===== config.mk =====
export PLATFORM = sky130hd
export DESIGN_NAME = phase_interval_timer
export DESIGN_NICKNAME = d
export VERILOG_FILES = /design/src/rtl/phase_interval_timer.sv
export SDC_FILE = /design/constraint.sdc
export NUM_CORES = 1
export LEC_CHECK = 0
export ABC_AREA = 1
export BUFFER_PORTS_ARGS = -buffer_cell sky130_fd_sc_hd__buf_2
export CAP_MARGIN = 20
export CORE_MARGIN = 8
export CORE_UTILIZATION = 61
export DETAILED_ROUTE_END_ITERATION = 8
export HOLD_SLACK_MARGIN = 0.1
export MAX_ROUTING_LAYER = met4
export PLACE_DENSITY = 0.79
export SYNTH_ARGS = -nofsm -noshare
export SYNTH_HDL_FRONTEND = slang
export SYNTH_SLANG_ARGS = --single-unit

===== constraint.sdc =====
create_clock -name clk -period 2.2 [get_ports clk]
set_clock_uncertainty 0.2 [all_clocks]
set_input_delay 0.44 -clock clk [delete_from_list [all_inputs] [get_ports clk]]
set_output_delay 0.44 -clock clk [all_outputs]
set_load 0.02 [all_outputs]

===== src/rtl/phase_interval_timer.sv =====
module phase_interval_timer #(
  parameter int LONG_CYCLES  = 200000,
  parameter int SHORT_CYCLES = 40000
) (
  input  logic clk,
  input  logic rst,
  input  logic long_trig,
  input  logic short_trig,
  output logic long_busy,
  output logic short_busy,
  output logic long_done,
  output logic short_done
);
  localparam int MAXLEN = (LONG_CYCLES > SHORT_CYCLES) ? LONG_CYCLES : SHORT_CYCLES;
  localparam int CW = $clog2(MAXLEN + 1);

  logic       armed;
  logic [1:0] trig, prev, rise, busy, done;

  assign trig = {short_trig, long_trig};
  assign rise = trig & ~prev & {2{armed}};

  always_ff @(posedge clk) begin
    if (rst) begin
      armed <= 1'b0;
      prev  <= '0;
    end else begin
      armed <= 1'b1;
      prev  <= trig;
    end
  end

  for (genvar g = 0; g < 2; g++) begin : g_chan
    localparam int LEN = (g == 0) ? LONG_CYCLES : SHORT_CYCLES;
    localparam logic [CW-1:0] LOAD = CW'(LEN);
    logic [CW-1:0] cnt;
    logic          done_q;

    always_ff @(posedge clk) begin
      if (rst) begin
        cnt    <= '0;
        done_q <= 1'b0;
      end else if (rise[g]) begin
        cnt    <= LOAD;
        done_q <= 1'b0;
      end else if (cnt != '0) begin
        cnt    <= cnt - 1'b1;
        done_q <= (cnt == CW'(1));
      end else begin
        done_q <= 1'b0;
      end
    end

    assign busy[g] = (cnt != '0);
    assign done[g] = done_q;
  end

  assign long_busy  = busy[0];
  assign short_busy = busy[1];
  assign long_done  = done[0];
  assign short_done = done[1];
endmodule



### Word-level counts from Yosys, hierarchy flattened

Cells that the tools add are included.

* register bits: 41
* logic and storage cells: 30

* add/sub/neg operators: 2
* equality and inequality tests: 2
* mux-type cells: 5
* bitwise logic cells: 5
* reduce and logical (&&, ||, !) cells: 8

Operator list (count)
* $eq A18 B1 Y1 const B: 2
* $mux W18: 2
* $reduce_bool A18 Y1: 2
* $sub A18 B1 Y18 const B: 2
* $mux W16: 2
* $reduce_or A3 Y1: 2
* $and A2 B2 Y2: 2
* $reduce_bool A2 Y1: 2
* $reduce_or A2 Y1: 2
* $not A1 Y1: 2
* $not A2 Y2: 1
* $mux W1: 1

### Logic depth before layout (Yosys ltp)

* depth in word-level cells: 4
* depth in mapped cells: 8
* depth with buffers taken out: 8

### Worst setup path after synthesis

Ideal clock, no wire load.

* kind: register -> register
* from: reg g_chan[0].cnt[0]
* to: reg g_chan[0].cnt[6]
* library setup time: 132 ps
* data arrival time: 1216 ps
* required time: 1868 ps
* slack: 652 ps
* stages on the path, launching flop included: 8
* path through: dfxtp_1 -> inv_1 -> ha_1 -> nand2_2 -> nor2_1 -> or2_2 -> nand3_1 -> a21oi_1

* cells in the longest elaborated chain, start to end: 3

Ends and longest elaborated chain
* from (decl): RTL line 36 `logic [CW-1:0] cnt;`
* from (signal assigned): RTL line 47 `cnt <= cnt - 1'b1;`
* $sub A18 B1 Y18: RTL line 47
* $mux W18: RTL line 46 `end else if (cnt != '0) begin`
* $mux W18: RTL line 43 `end else if (rise[g]) begin`

Several ways; a longest one is shown, not always the timed one. The select of a mux whose other input is x is not followed.
A chain may end at the register's enable or synchronous reset.

### Worst setup path after layout

* from: reg g_chan[1].cnt[13]
* to: out short_busy

* cells in the longest elaborated chain, start to end: 1

Ends and longest elaborated chain
* from (decl): RTL line 36
* from (signal assigned): RTL line 47
* $reduce_bool A18 Y1: RTL line 54 `assign busy[g] = (cnt != '0);`
* to (decl): RTL line 10 `output logic short_busy,`

No other way between the ends.

==> impl_metrics.json <==
{
  "tritoncts": "done",
  "worst_slew_pin_slew_ns": 0.3649,
  "worstPathArrival_ns": 1.48,
  "row_count": 21,
  "rr_startpoint": "g_chan[1].cnt[0]",
  "grt.total_usage_pct": 15.26,
  "cts_buffer_depth": 2,
  "cts.sinks": 41,
  "synth_warnings": 0,
  "swShare_pct": 47.16,
  "avgRoutedWirePerCell_um": 12.07,
  "area.growth.synth_to_final_pct": 10.16,
  "core_um2": 3390,
  "tns_ns": 0,
  "power.leakage_nw": 1.116,
  "synth_cell_types": 28,
  "min_to": "prev[1]",
  "antenna_found_initial": 0,
  "ir_drop_uv": 993.2,
  "syn_area_per_cell_um2": 7.187,
  "routed_wl_um": 4417,
  "powerDensity_nw_per_um2": 1812,
  "first_global_vias": 1607,
  "drv_slew": 0,
  "critPathLaunchType": "flip-flop",
  "max_stage_delay_ns": 0.34,
  "worstSetupPathType": "flip-flop to output pin",
  "slowest_stage": "dfxtp_1",
  "grt_max_degree": 17,
  "first_pass_iters": 4,
  "drtIter0Drc": 174,
  "reg2reg_to": "g_chan[1].cnt[9]",
  "dp_slack_ns": 0.4114,
  "min_from": "short_trig",
  "r2r_cells": 6,
  "clock_tree.root_cell": "clkbuf_4",
  "nNetsFinal": 329,
  "htree_levels": 2,
  "fp.dieH_um": 75.95,
  "ys_seq_elements": 41,
  "dpl.hpwl_um": 3187,
  "post-synth-top-area-fraction_pct": 37.44,
  "cp_data_required_time_ns": 1.56,
  "p_sw_w": 0.002063,
  "initial_core_util_pct": 64.67,
  "routed_via_density": 5.194,
  "hold_viol_final": 0,
  "seqPwrFrac_pct": 28.7,
  "io_pins": 8,
  "clkTransAtPathRegs_ns": 0.12,
  "die_area_um2": 5768,
  "antennaDiodeCount": 0,
  "p_comb_share_pct": 59.6,
  "fin_ws_ns": 0.07916,
  "synthTopCellsByArea": "dfxtp_1, nand2_1, nor2_1",
  "num_vias": 1901,
  "layout_common_cells": "nand2_1, nor2_1, dfxtp_1, inv_1, nand3_1",
  "fmax_mhz": 471.5,
  "pwr-share-clk_pct": 11.8,
  "drive_gt1_share_pct": 17.81,
  "die_w_um": 75.95,
  "fin_crit_ns": 2.121,
  "ys_seq_area_share_pct": 37.44,
  "setup_violations": 0,
  "n_fill_cell": 283,
  "cp_num_buf_inv": 1,
  "critPathTopFamily": "simple AND/OR/NAND/NOR gates",
  "gr-total-overflow": 0,
  "synth_nets": 315,
  "hp-class": "input pin to flip-flop",
  "antenna_left": 0,
  "syn_inst": 305,
  "post-place-cells": 353,
  "instances_no_fill": 366,
  "path_cells": "nor2_2 > nand3_2 > nor2_4 > nand3_4 > buf_2",
  "period_share_pct": 96.40,
  "status": "finished, final reports clean",
  "p_int_w": 0.002312,
  "numCtsBuffers": 5,
  "synth_area_um2": 2192,
  "drcViolationCount": 0,
  "crit_fanout": 8,
  "synth_top_cell_by_area": "dfxtp_1",
  "reg2reg_slack_ns": 0.36,
  "relSlewSlack_pct": 75.49,
  "clock_latency_ns": 0.34,
  "cap_violations": 0,
  "grt_pass1_wl_um": 7348,
  "whs_path_depth": 3,
  "place.gp.congestion": 0.9013,
  "portBuffers": 7,
  "final_common_cell": "nand2_1",
  "cp-end-kind": "output pin"
}
[worst max-delay path by stage]
stage,startpoint,endpoint,slack (ns),depth (start not counted)
3_5_place_dp,g_chan[1].cnt[13],short_busy,0.41,5
3_3_place_gp,g_chan[0].cnt[14],long_busy,0.42,5
5_1_grt,g_chan[1].cnt[13],short_busy,-0.02,5
2_1_floorplan,g_chan[0].cnt[0],g_chan[0].cnt[6],0.65,7
6_report,g_chan[1].cnt[13],short_busy,0.08,5
4_1_cts,g_chan[1].cnt[4],short_busy,0.02,5
[worst reg2reg max path, cell delays in order (launching register included)]
cell and delay (ns):
dfxtp_1 0.37, inv_1 0.12, ha_1 0.22, nand2_1 0.07
nor2_1 0.13, nand4_2 0.33, and3_1 0.32
[power groups by stage]
stage	Combinational [W]	Clock, W	Sequential (W)
floorplan	0.00202	0	0.00120
global placement	0.00231	0	0.00124
detailed placement	0.00236	0	0.00124
CTS	0.00236	0.000527	0.00123
global route	0.00292	0.000570	0.00129
finish	0.00261	0.000514	0.00125
[per-stage QoR]
| stage | util (%) | instance area, µm² | power [W] | hold WS, ns |
|---|---|---|---|---|
| floorplan | - | 2192 | 0.003215 | 0.2494 |
| global placement | 66.37 | 2250 | 0.003552 | 0.2628 |
| detailed placement | 66.37 | 2250 | 0.003598 | 0.2739 |
| CTS | 69.29 | 2349 | 0.004123 | 0.1006 |
| global route | 71.24 | 2415 | 0.004780 | 0.1086 |
| finish | 71.24 | 2415 | 0.004375 | 0.1081 |
[layer usage]
layer | track usage, % | wire length, µm | vias to the layer above
met5 | - | 0 | -
met3 | 3.892 | 164 | 4
met2 | 20.82 | 1892 | 32
met1 | 21.32 | 2322 | 876
li1 | - | - | 989
met4 | 4.118 | 37 | 0
[cell usage after synthesis]
| cell type | count |
|---|---|
| nor4_1 | 1 |
| nor2_2 | 10 |
| ha_1 | 6 |
| nand3_2 | 3 |
| a21o_1 | 1 |
| inv_1 | 25 |
| nand4_2 | 1 |
| and3_1 | 2 |
| buf_6 | 2 |
| a21o_2 | 1 |
| xor2_1 | 10 |
| o21ai_0 | 4 |
| a21oi_1 | 16 |
| clkbuf_1 | 2 |
| nor3_2 | 1 |
| nand2_1 | 62 |
| nand3b_1 | 2 |
| nor3_1 | 4 |
| buf_2 | 1 |
| nor2_1 | 62 |
| nand2_2 | 5 |
| or2_2 | 3 |
| nor2_4 | 4 |
| xnor2_1 | 10 |
| nand4_1 | 3 |
| dfxtp_1 | 41 |
| nand3_4 | 1 |
| nand3_1 | 22 |
[cells by family after synthesis]
| family | synth area share [%] |
|---|---|
| AND/OR/NAND/NOR | 39.95 |
| flip-flops | 37.44 |
| buffers and inverters | 5.879 |
| AO/OA/AOI/OAI | 5.309 |
| XOR/XNOR | 7.991 |
| adder cells (fa/ha/maj) | 3.425 |
[timing repair]
| item | in CTS | in global routing |
|---|---|---|
| gates resized for setup | 0 | 11 |
| endpoints found under the setup margin | 0 | 2 |
| hold buffers | 1 | 0 |
| setup buffers | 0 | 4 |
| hold endpoints to repair | 1 | 0 |
[cell type report]
cell class / count / area (µm²) / share of cell area [%]
clock inverters: 2 / 37.54 / 1.554
flip-flops and latches: 41 / 822.0 / 34.04
repair buffers: 12 / 75.07 / 3.109
well taps: 46 / 57.56 / 2.383
clock buffers: 6 / 51.30 / 2.124
multi-input cells: 234 / 1277 / 52.90
inverters: 25 / 93.84 / 3.886
[state kept, by name (all words and copies together) (netlist names)]
name,flops
g_chan.cnt,36
prev,2
short_done,1
armed,1
long_done,1
No activity file was read; power rests on OpenSTA's default activity.
